**src/rtl/jc_pkg.sv**
```systemverilog
package jc_pkg;
    localparam int STATE_W = 4;
    localparam int OP_W    = 2;

    typedef logic [STATE_W-1:0] state_t;

    // Start state for each instruction; the dispatch depends on this order
    function automatic state_t jump_target(input logic [OP_W-1:0] op);
        case (op)
            2'b00:   jump_target = state_t'(5);
            2'b01:   jump_target = state_t'(8);
            2'b10:   jump_target = state_t'(10);
            default: jump_target = state_t'(13);
        endcase
    endfunction

    typedef struct packed {
        logic clr;
        logic ld;
        logic cnt;
    } cnt_ctl_t;

    typedef struct packed {
        state_t st;
    } cnt_reg_t;
endpackage

```
**src/rtl/jc_jump_rom.sv**
```systemverilog
module jc_jump_rom
    import jc_pkg::*;
#(
    parameter int ENTRIES = 2**OP_W
) (
    input  logic [OP_W-1:0] op,
    output state_t          target
);
    state_t table_w [ENTRIES];

    for (genvar i = 0; i < ENTRIES; i++) begin : g_entry
        assign table_w[i] = jump_target(OP_W'(i));
    end

    assign target = table_w[op];
endmodule

```
**src/rtl/jc_decode.sv**
```systemverilog
module jc_decode
    import jc_pkg::*;
#(
    parameter int NSTATES = 2**STATE_W
) (
    input  state_t          st,
    input  logic            rst,
    input  logic            mem_wait,
    input  logic [OP_W-1:0] op,
    input  logic            ac_sign,
    output cnt_ctl_t        ctl,
    output logic            pc_clear,
    output logic            pc_inc_mar,
    output logic            ir_load,
    output logic            mar_from_ir,
    output logic            mbr_from_ac,
    output logic            ac_from_mbr,
    output logic            ac_add,
    output logic            pc_from_ir,
    output logic            mem_req,
    output logic            mem_rd,
    output logic            mem_wr
);
    logic [NSTATES-1:0] s;

    for (genvar i = 0; i < NSTATES; i++) begin : g_line
        assign s[i] = (st == state_t'(i));
    end

    logic mem_state, wr_state, unused_code;

    always_comb begin
        mem_state   = s[1] | s[2] | s[5] | s[6] | s[8] | s[9] | s[11] | s[12];
        wr_state    = s[8] | s[9];
        unused_code = s[14] | s[15];

        ctl.clr = rst | s[7] | s[12] | s[13] | (s[9] & ~mem_wait) | unused_code;
        ctl.ld  = s[4];
        ctl.cnt = s[0] | s[5] | s[8] | s[10]
                | (mem_wait & (s[1] | s[3]))
                | (~mem_wait & (s[2] | s[6] | s[9] | s[11]));

        pc_clear    = rst;
        pc_inc_mar  = s[0];
        ir_load     = s[3] & mem_wait;
        mar_from_ir = s[4] & (op != 2'b11);
        mbr_from_ac = s[4] & (op == 2'b01);
        ac_from_mbr = s[7];
        ac_add      = s[12];
        pc_from_ir  = s[13] & ac_sign;
        mem_req     = mem_state & ~mem_wait;
        mem_wr      = mem_req & wr_state;
        mem_rd      = mem_req & ~wr_state;
    end

    always_comb begin
        assert (!(mem_rd && mem_wr)) else $error("assert_rd_wr_excl_R7");
    end
endmodule

```
**src/rtl/jc_counter.sv**
```systemverilog
module jc_counter
    import jc_pkg::*;
(
    input  logic     clk,
    input  cnt_ctl_t ctl,
    input  state_t   target,
    output state_t   st
);
    cnt_reg_t r_d, r_q;

    always_comb begin
        r_d = r_q;
        if (ctl.clr)      r_d.st = '0;
        else if (ctl.ld)  r_d.st = target;
        else if (ctl.cnt) r_d.st = r_q.st + 1'b1;
    end

    always_ff @(posedge clk) begin
        r_q <= r_d;
    end

    assign st = r_q.st;

    assert property (@(posedge clk) ctl.clr |=> (st == '0))
        else $error("assert_clear_wins_R6");
    assert property (@(posedge clk) (!ctl.clr && !ctl.ld && !ctl.cnt) |=> $stable(st))
        else $error("assert_hold_idle_R5");
endmodule

```
**src/rtl/jc_sequencer.sv**
```systemverilog
module jc_sequencer
    import jc_pkg::*;
(
    input  logic                clk,
    input  logic                rst,
    input  logic                mem_wait,
    input  logic [OP_W-1:0]     opcode,
    input  logic                ac_sign,
    output logic [STATE_W-1:0]  state,
    output logic                pc_clear,
    output logic                pc_inc_mar,
    output logic                ir_load,
    output logic                mar_from_ir,
    output logic                mbr_from_ac,
    output logic                ac_from_mbr,
    output logic                ac_add,
    output logic                pc_from_ir,
    output logic                mem_req,
    output logic                mem_rd,
    output logic                mem_wr
);
    state_t   st, target;
    cnt_ctl_t ctl;

    jc_jump_rom u_rom (.op(opcode), .target(target));

    jc_decode u_dec (
        .st(st), .rst(rst), .mem_wait(mem_wait), .op(opcode), .ac_sign(ac_sign),
        .ctl(ctl), .pc_clear(pc_clear), .pc_inc_mar(pc_inc_mar), .ir_load(ir_load),
        .mar_from_ir(mar_from_ir), .mbr_from_ac(mbr_from_ac), .ac_from_mbr(ac_from_mbr),
        .ac_add(ac_add), .pc_from_ir(pc_from_ir), .mem_req(mem_req),
        .mem_rd(mem_rd), .mem_wr(mem_wr)
    );

    jc_counter u_cnt (.clk(clk), .ctl(ctl), .target(target), .st(st));

    assign state = st;

    assert property (@(posedge clk) rst |=> (state == '0))
        else $error("assert_reset_zero_R1");
    assert property (@(posedge clk) disable iff (rst)
        (state == 4'd4 && opcode == 2'b01) |=> (state == 4'd8))
        else $error("assert_store_dispatch_R2");
    assert property (@(posedge clk) disable iff (rst)
        (state == 4'd7 || state == 4'd12 || state == 4'd13) |=> (state == '0))
        else $error("assert_end_clear_R3");
    assert property (@(posedge clk) disable iff (rst)
        (state == 4'd1 && mem_wait) |=> (state == 4'd2))
        else $error("assert_count_wait_R4");
    assert property (@(posedge clk) disable iff (rst)
        (state == 4'd2 && mem_wait) |=> $stable(state))
        else $error("assert_stall_R5");
    assert property (@(posedge clk) disable iff (rst)
        (state == 4'd9 && !mem_wait) |=> (state == '0))
        else $error("assert_store_done_R6");
    assert property (@(posedge clk) disable iff (rst)
        pc_from_ir |-> (state == 4'd13 && ac_sign))
        else $error("assert_branch_take_R10");
endmodule

```
**config.mk**
```make
export PLATFORM = sky130hd
export DESIGN_NAME = jc_sequencer
export DESIGN_NICKNAME = d
export VERILOG_FILES = /design/src/rtl/jc_pkg.sv /design/src/rtl/jc_jump_rom.sv /design/src/rtl/jc_decode.sv /design/src/rtl/jc_counter.sv /design/src/rtl/jc_sequencer.sv
export SDC_FILE = /design/constraint.sdc
export NUM_CORES = 1
export LEC_CHECK = 0
export BUFFER_PORTS_ARGS = -buffer_cell sky130_fd_sc_hd__buf_2
export CAP_MARGIN = 30
export CORE_AREA = 2 2 39 41
export DETAILED_ROUTE_END_ITERATION = 6
export DIE_AREA = 0 0 41 43
export GPL_TIMING_DRIVEN = 0
export HOLD_SLACK_MARGIN = 0.15
export PLACE_DENSITY_LB_ADDON = 0.12
export RECOVER_POWER = 25
export SKIP_CTS_REPAIR_TIMING = 1
export SYNTH_ARGS = -nofsm -noshare
export SYNTH_HDL_FRONTEND = slang
export SYNTH_SLANG_ARGS = --single-unit
export TNS_END_PERCENT = 5
```
**constraint.sdc**
```tcl
create_clock -name clk -period 4.3 [get_ports clk]
set_clock_uncertainty 0.2 [all_clocks]
set_input_delay 0.43 -clock clk [delete_from_list [all_inputs] [get_ports clk]]
set_output_delay 0.43 -clock clk [all_outputs]
set_load 0.1 [all_outputs]
```
* Yosys cells after proc, flatten, opt, wreduce, memory -nomap -nowiden
Cells that the tools add are included.
** Operators by class
- Add/sub/neg operators :: 1
- $lt $le $gt $ge :: 1
- Equal/unequal tests :: 17
- Multiplexer cells :: 5
- Bitwise logic cells :: 36
- Reduce and logical (&&, ||, !) cells :: 2
** Operator list (count)
- 4-bit == test (second input constant) :: 8
- 1-bit bitwise OR :: 23
- 4-bit by 3-bit == test with 1-bit output (second input constant) :: 4
- 4-bit two-way mux :: 4
- 1-bit AND :: 10
- 4-bit binary-select mux with 2-bit select :: 1
- 4-bit by 2-bit == test with 1-bit output (second input constant) :: 2
- 4-bit by 1-bit adder with 4-bit output (second input constant) :: 1
- 4-bit by 1-bit == test with 1-bit output (second input constant) :: 1
- 4-bit zero test :: 1
- 3-bit >= comparator (second input constant) :: 1
- 2-bit inverter with 3-bit output :: 1
- 2-bit by 1-bit == test with 1-bit output (second input constant) :: 1
- 2-bit != test (second input constant) :: 1
- 1-bit inverter :: 2
- 2-bit nonzero test :: 1
** Word-level totals
- Flip-flop bits (word level) :: 4
- Input bits :: 6
- Output and inout bits :: 15
- Word-level logic and storage cells :: 63

* Logic depth before layout (Yosys ltp)
Gate-level depths: netlist of run 1.
- Depth in word-level cells :: 10
- Depth in mapped cells :: 6
- Depth with buffers taken out :: 6

* By module
From an unflattened synthesis of run 1, not the netlist that was laid out.
** Unflattened totals
- Cell total of the unflattened synthesis :: 66
- Area total of the unflattened synthesis :: 528.0 sq um
** By module, submodules not included
- jc_decode :: instances 1, cells each 37, area an instance 275.3 sq um, sequential area each 0.0 sq um
- jc_counter :: instances 1, cells each 22, area an instance 205.2 sq um, sequential area each 80.1 sq um
- jc_jump_rom :: instances 1, cells each 7, area an instance 47.5 sq um, sequential area each 0.0 sq um

* Least setup slack after synthesis of run 1
No wires, ideal clock.
- Path kind :: flip-flop to output port
- Start point :: reg u_cnt.r_q, in the netlist u_cnt.st[0]
- End point :: out mem_rd
- Arrival time :: 4.906 ns
- Path slack :: -1.236 ns
- Stages on the path, launching flop included :: 6
- Cell sequence :: dfxtp_1 -> ha_1 -> nor2b_1 -> nor4b_1 -> a311oi_1 -> and2_1
** On the way
- Cells in the longest elaborated chain, start to end :: 10
- Elaborated cells between the ends (all ways) :: 19
- Classes of those cells :: 8 x eq/ne; 11 x bitwise
** RTL lines
- start: declaration :: RTL line jc_counter.sv:9 : cnt_reg_t r_d, r_q;
- start signal: assignment :: RTL line jc_counter.sv:19 : r_q <= r_d;
- 4-bit by 1-bit == test with 1-bit output / 4-bit by 2-bit == test with 1-bit output (equally long branches) :: RTL line jc_decode.sv:27 : assign s[i] = (st == state_t'(i));
- 1-bit bitwise OR (6 in a row) :: RTL line jc_decode.sv:33 : mem_state = s[1] | s[2] | s[5] | s[6] | s[8] | s[9] | s[11] | s[12];
- 1-bit bitwise OR (*) :: RTL line jc_decode.sv:33
- 1-bit AND (*) :: RTL line jc_decode.sv:51 : mem_req = mem_state & ~mem_wait;
- net mem_req :: RTL line jc_sequencer.sv:18 : output logic mem_req,
- 1-bit AND (*) :: RTL line jc_decode.sv:53 : mem_rd = mem_req & ~wr_state;
- end: declaration :: RTL line jc_sequencer.sv:19 : output logic mem_rd,
The timed path passes the listed nets; every way through them passes the cells marked *.

* Final worst setup path of run 1
- Start point :: reg u_cnt.r_q, in the netlist u_cnt.st[0]
- End point :: out mem_rd
** On the way
- Cells in the longest elaborated chain, start to end :: 10
- Elaborated cells between the ends (all ways) :: 19
- Classes of those cells :: 8 x eq/ne; 11 x bitwise
** RTL lines (RTL line)
- 4-bit by 1-bit == test with 1-bit output / 4-bit by 2-bit == test with 1-bit output (equally long branches) :: jc_decode.sv:27
- 1-bit bitwise OR (7 in a row) :: jc_decode.sv:33
- 1-bit AND :: jc_decode.sv:51
- 1-bit AND (*) :: jc_decode.sv:53
Mark *: on every way between the ends. The rest lies on a longest branch, timed or not.

==> results of run 1 <==
placed cells by master, fill, tap and decap left out, drive strengths merged, types with 2 or more instances in the layout:
cell | synthesis | final
a21oi | 4 | 4
nand3b | 3 | 3
buf | 3 | 19
o211ai | 3 | 3
inv | 6 | 6
dfxtp | 4 | 4
ha | 9 | 9
and3 | 4 | 4
nor4b | 2 | 2
clkbuf | 1 | 8
nor2 | 5 | 5
nor2b | 2 | 2
nor3 | 3 | 3
routing by layer:
layer / routed length, um / GRT usage [%]
met1: 573 / 21.5
met2: 593 / 25.6
met3: 78 / 4.71
met4: 0 / 4.00
met5: 0 / 0
cell families (layout without fill, tap and decap cells):
kind of cell | after synthesis | count (layout) | share of synthesized area, %
xor gates and xnor gates | 1 | 1 | 1.62
and+or+nand+nor | 26 | 26 | 30.5
AOI/OAI and AO/OA | 15 | 15 | 19.2
adders and majority gates | 9 | 9 | 20.8
DFF | 4 | 4 | 14.8
muxes | 2 | 2 | 4.62
buffers and inverters | 10 | 33 | 8.54
stage by stage:
stage	instances	TNS, ns	setup slack [ns]
floorplan	67	-0.182	-0.182
finish	106	0	1.64
detailed placement	103	0	1.88
CTS	106	0	1.62
global route	106	0	1.49
global placement	103	0	1.92
path summary, 6_finish.rpt:
path	start	to	cells past startpoint
min	rst	u_cnt.st[3]	4
min reg2reg	u_cnt.st[1]	u_cnt.st[1]	2
max reg2reg	u_cnt.st[0]	u_cnt.st[2]	5
max	u_cnt.st[0]	mem_rd	6
critical path, delay by kind of cell (launching register included):
family,cells,cell delay (ns)
AO/OA/AOI/OAI,1,0.28
adder cells (fa/ha/maj),1,0.31
AND/OR/NAND/NOR,1,0.15
buffers and inverters,3,0.69
flip-flops,1,0.36
cell type report:
cell class | instances | area share [%]
multi-input combinational | 53 | 61.8
timing repair buffer | 20 | 13.7
sequential | 4 | 11.6
buffer | 4 | 3.44
clock buffer | 3 | 3.25
inverter | 6 | 3.25
tap | 16 | 2.89
==> results.ini, run 1 <==
[synthesis]
syn-num-nets=82
synth_top_area_cell=ha_1
synth.most_common_cell=ha_1
synth_commonest_cells=ha_1 (9), inv_1 (6), nor2_1 (5)
synth_edf_count=0
synth_cells=67
async_reset_ff_share_pct=0
ys.flop_type=dfxtp_1
yosysWarnings=0
avgSynthCellArea_um2=8.09
ys_ff_latch=4
synth.area.top_cells=ha_1 (21%), dfxtp_1 (15%), and3_1 (4.6%), inv_1 (4.2%), nand3b_1 (4.2%)
ys_seq_area_share_pct=14.8
syn_area_um2=542
yosysUniqueCellTypes=32
synth_top_cell_area_share_pct=20.8

[sta]
rsz0062_at_grt=no
worst_pin_slew_ns=1.16
slew_viol_final=0
period_share_pct=61.9
min_period_ns=2.66
fmax_mhz=376
hold_violations=0
max_slew_margin_pct=23.3
setup_viol=0
whs_ns=0.429

[final_layout]
synthToLayoutAreaGrowth_pct=27.7
final_cell_area_um2=692
finalNetCount=107
drive_above_1_share_pct=30.0
num_antenna_cells=0
utilization_pct=50.0
regArea_um2=80.1
multi_input_area_um2=428
largest_reg_flops=4
num-fill-cells=143

[clocking]
clkSinkCount=4
clkTransAtPathRegs_ns=0.04
clkLatencyLatePin_ns=0.23
cts_buffer_depth=2
cts-root-buf=clkbuf_4
cts_buffers=3
htreeDepth=1
cts_tree=done

[setup_path]
cp_max_fo=8
slowest_stage=buf_2
r2r_slack_ns=2.16
critPathMaxStageDelay_ns=0.41
arrival_ns=2.03
cpMostUsedCell=inv_1
crit_type=reg2out
worstSetupEndpointType=output port
crit_required_ns=3.67
worstPathCellList=inv_1 > ha_1 > inv_1 > a311oi_2 > and2_1 > buf_2
startpoint_type=flip-flop

[global_route]
antenna_found_initial=0
grt_max_degree=11
gr-total-overflow=0
grt_pass1_wl_um=2060
grt_pass1_vias=486
grt_use_total_pct=16.4

[route]
vias_per_cell=5.38
wire_per_inst_um=11.7
drtIter0Drc=10
vias=570
drtAntennaViolNets=0
drc_errors=0
drt_pass1_iterations=4
routed_wl_um=1240

[floorplanning]
start_util_pct=39.2
dieArea_um2=1760
die-height_um=43
io_pins=21
die_w_um=41
row_count=14
coreArea_um2=1380

[outcome]
status=completed

[placed_design]
numPortBuffers=20
dpl.hpwl_um=1010
dpl_cell_area_um2=674
routabilityCongestion=0.743

[run]
maxCapViolations=0

[hold_path]
hold_path.class=in2reg

Power of run 1 is not shown: default switching activity piles up to over one toggle a cycle in this logic, so the estimate is an artifact.
==> run 2: changes to the inputs <==
--- a/config.mk
+++ b/config.mk
@@ -5,11 +5,12 @@
 export SDC_FILE = /design/constraint.sdc
 export NUM_CORES = 1
 export LEC_CHECK = 0
+export ABC_AREA = 1
 export BUFFER_PORTS_ARGS = -buffer_cell sky130_fd_sc_hd__buf_2
 export CAP_MARGIN = 30
-export CORE_AREA = 2 2 39 41
+export CORE_AREA = 2 2 42 44
 export DETAILED_ROUTE_END_ITERATION = 6
-export DIE_AREA = 0 0 41 43
+export DIE_AREA = 0 0 44 46
 export GPL_TIMING_DRIVEN = 0
 export HOLD_SLACK_MARGIN = 0.15
 export PLACE_DENSITY_LB_ADDON = 0.12
==> constraint.sdc (replaced) <==
create_clock -name clk -period 2.15 [get_ports clk]
set_clock_uncertainty 0.2 [all_clocks]
set_input_delay 0.215 -clock clk [delete_from_list [all_inputs] [get_ports clk]]
set_output_delay 0.215 -clock clk [all_outputs]
set_load 0.1 [all_outputs]
==> results.ini, run 2 <==
[route]
wl_met1_um=663
drtAntennaViolNets=0
wl_met2_um=689
highest_layer=met4
drc_errors=0
routed_wl_um=1440
vias_per_cell=4.72
route.met3.wl_um=67
drt_pass1_iterations=4
drtIter0Drc=11
vias=713
wire_per_inst_um=9.52

[global_route]
antenna_found_initial=0
grt_pass1_wl_um=2220
gr-total-overflow=0
grt_use_total_pct=15.0
grt_pass1_vias=555
grt_max_degree=10

[sta]
max_slew_margin_pct=23.1
worst_pin_slew_ns=1.16
period_share_pct=98.4
hold_violations=0
slew_viol_final=0
min_period_ns=2.11
setup_viol=0
fmax_mhz=473
rsz0062_at_grt=yes

[clocking]
cts_buffer_depth=2
clkSinkCount=4
cts_buffers=3
cts_tree=done
clkLatencyLatePin_ns=0.24
clkTransAtPathRegs_ns=0.04
cts-root-buf=clkbuf_4
htreeDepth=1

[synthesis]
synth.most_common_cell=nand2_1
avgSynthCellArea_um2=5.83
synth_cells=109
syn_area_um2=636
syn-num-nets=124
synth_top_cell_area_share_pct=17.7
ys_seq_area_share_pct=12.6
synth_edf_count=0
yosysWarnings=0
synth.area.top_cells=ha_1 (18%), nand2_1 (14%), inv_1 (13%), dfxtp_1 (13%), nor2_1 (11%)
synth_top_area_cell=ha_1
synth_commonest_cells=nand2_1 (23), inv_1 (22), nor2_1 (19)
ys_ff_latch=4
async_reset_ff_share_pct=0
yosysUniqueCellTypes=22
ys.flop_type=dfxtp_1

[setup_path]
worstSetupEndpointType=output port
crit_type=reg2out
cp_max_fo=6
arrival_ns=1.70
crit_required_ns=1.74
startpoint_type=flip-flop

[floorplanning]
die_w_um=44
die-height_um=46
io_pins=21
coreArea_um2=1610
start_util_pct=39.4
dieArea_um2=2020
row_count=15

[placed_design]
routabilityCongestion=0.795
numPortBuffers=20
place_inst=146
dpl.hpwl_um=1110

[final_layout]
final_cell_mix=nand2_1 (22), inv_1 (18), buf_2 (14)
finalNetCount=151
regArea_um2=95.1
largest_reg_flops=4
num-fill-cells=161
synthToLayoutAreaGrowth_pct=46.3
num_antenna_cells=0
stdcell_count=151
layout_commonest_cell=nand2_1
drive_above_1_share_pct=41.8
multi_input_area_um2=529

[hold_path]
hold_path.class=in2reg

[run]
maxCapViolations=0

[outcome]
status=completed

## run 2: area by class of cell
cell class | instances | area share (%)
multi-input combinational | 78 | 56.9
tap | 17 | 2.29
inverter | 25 | 10.6
timing repair buffer | 22 | 15.5
clock buffer | 3 | 2.42
buffer | 2 | 2.02
sequential | 4 | 10.2
## run 2: per-layer routing
| metal | vias to the layer above | track usage [%] |
|---|---|---|
| li1 | 383 | - |
| met1 | 305 | 19.2 |
| met2 | 23 | 23.5 |
| met3 | 2 | 2.38 |
| met4 | 0 | 9.09 |
| met5 | - | 0 |
## run 2: path summary, 6_finish.rpt
check	cells past startpoint	slack [ns]	start	end
min reg2reg	2	0.34	u_cnt.st[1]	u_cnt.st[1]
max reg2reg	11	0.41	u_cnt.st[1]	u_cnt.st[0]
min	6	0.22	rst	u_cnt.st[3]
max	9	0.04	u_cnt.st[0]	mem_req
## run 2: logic make-up (layout without fill, tap and decap cells)
family                   after synthesis  in the layout  synth area share (%)
adder cells (fa/ha/maj)                9              9                  17.7
flip-flops                             4              4                  12.6
AND/OR/NAND/NOR                       60             60                  43.1
AO/OA/AOI/OAI                          9              9                  8.66
buffers and inverters                 27             52                  17.9
## run 2: critical path, stage by stage (launching register included)
cell	delay, ns
dfxtp_4	0.38
inv_2	0.06
ha_2	0.21
o21ai_1	0.13
nand2_1	0.07
nor2_1	0.09
nand3_1	0.11
nand2_4	0.13
clkinvlp_4	0.10
buf_8	0.17
## run 2: stage by stage
step / instance area [um^2] / hold WS [ns] / setup TNS, ns / worst slack (ns) / utilization, %
floorplan: 704 / 0.301 / -0.274 / -0.103 / -
global placement: 826 / 0.329 / -0.0372 / -0.0295 / 51.2
detailed placement: 826 / 0.335 / -0.0799 / -0.0472 / 51.2
CTS: 848 / 0.200 / -0.837 / -0.300 / 52.6
global route: 930 / 0.271 / -0.0394 / -0.0394 / 57.6
finish: 930 / 0.217 / 0 / 0.0353 / 57.6
Power of run 2 is left out for the same reason.
==> run 3: changes to the inputs <==
--- a/config.mk
+++ b/config.mk
@@ -14,7 +14,7 @@
 export GPL_TIMING_DRIVEN = 0
 export HOLD_SLACK_MARGIN = 0.15
 export PLACE_DENSITY_LB_ADDON = 0.12
-export RECOVER_POWER = 25
+export RECOVER_POWER = 50
 export SKIP_CTS_REPAIR_TIMING = 1
 export SYNTH_ARGS = -nofsm -noshare
 export SYNTH_HDL_FRONTEND = slang
==> results.ini, run 3 (synthesis gave the netlist of run 2 again) <==
[outcome]
status=completed

[sta]
max_slew_margin_pct=23.1
setup_tns_ns=0
min_period_ns=2.11
worst_pin_slew_ns=1.16
fmax_mhz=473
slew_viol_final=0
setup_viol=0
hold_violations=0
period_share_pct=98.4
rsz0062_at_grt=yes

[setup_path]
crit_type=reg2out
crit_required_ns=1.74
arrival_ns=1.70
cp_max_fo=6
startpoint_type=flip-flop
worstSetupEndpointType=output port

[clocking]
cts_buffer_depth=2
cts_tree=done
clkTransAtPathRegs_ns=0.04
clkLatencyLatePin_ns=0.24
cts_buffers=3
htreeDepth=1
clkSinkCount=4
cts-root-buf=clkbuf_4

[route]
wire_per_inst_um=9.56
drt_pass1_iterations=4
drc_errors=0
vias=720
drtIter0Drc=10
routed_wl_um=1440
vias_per_cell=4.77
drtAntennaViolNets=0

[final_layout]
finalNetCount=151
final_cell_mix=nand2_1 (22), inv_1 (18), nor2_1 (13), buf_2 (13), nand3_1 (8)
synthToLayoutAreaGrowth_pct=45.1
layout_commonest_cell=nand2_1
largest_reg_flops=4
num_antenna_cells=0
drive_above_1_share_pct=40.3
utilization_pct=57.1

[run]
maxCapViolations=0

[placed_design]
routabilityCongestion=0.795
dpl.hpwl_um=1110
numPortBuffers=20

[global_route]
grt_pass1_wl_um=2220
antenna_found_initial=0
grt_use_total_pct=15.0
gr-total-overflow=0
grt_pass1_vias=555
grt_max_degree=10

[floorplanning]
row_count=15
dieArea_um2=2020
io_pins=21
coreArea_um2=1610
die-height_um=46
start_util_pct=39.4
die_w_um=44

[hold_path]
hold_path.class=in2reg

==> run 3: stage by stage <==
stage                     setup slack (ns)  cells  cell area [um^2]  hold WS (ns)
after floorplan                     -0.103    109               704         0.301
after global placement             -0.0295    146               826         0.329
after detailed placement           -0.0472    146               826         0.335
after CTS                           -0.300    149               848         0.200
after global routing               -0.0394    151               922         0.271
final                               0.0352    151               922         0.216
==> run 3: layer usage <==
layer / share of wire (%) / GRT usage (%) / vias to the layer above / wire length (um)
met5: 0 / 0 / - / 0
met4: 1.2 / 9.09 / 0 / 18
met3: 4.5 / 2.38 / 2 / 65
met2: 48 / 23.5 / 22 / 693
met1: 46 / 19.2 / 313 / 667
li1: - / - / 383 / -
==> run 3: critical path: stages (launching register included) <==
cell,delay (ns)
dfxtp_4,0.38
inv_2,0.06
ha_2,0.21
o21ai_1,0.13
nand2_1,0.07
nor2_1,0.09
nand3_1,0.11
nand2_4,0.13
clkinvlp_4,0.10
buf_8,0.17
==> run 3: final cells by class <==
cell class	count	area (um^2)
Timing Repair Buffer	22	144
Multi-Input combinational cell	78	522
Clock buffer	3	22.5
Sequential cell	4	95.1
Fill cell	163	692
Inverter	25	98.8
Buffer	2	18.8
Tap cell	17	21.3
==> run 3: path summary, 6_finish.rpt <==
check               from          end  slack [ns]  cells past startpoint
max reg2reg  u_cnt.st[1]  u_cnt.st[0]        0.31                     11
max          u_cnt.st[0]      mem_req        0.04                      9
min                  rst  u_cnt.st[3]        0.22                      6
min reg2reg  u_cnt.st[1]  u_cnt.st[1]        0.34                      2
Power of run 3 is left out for the same reason.
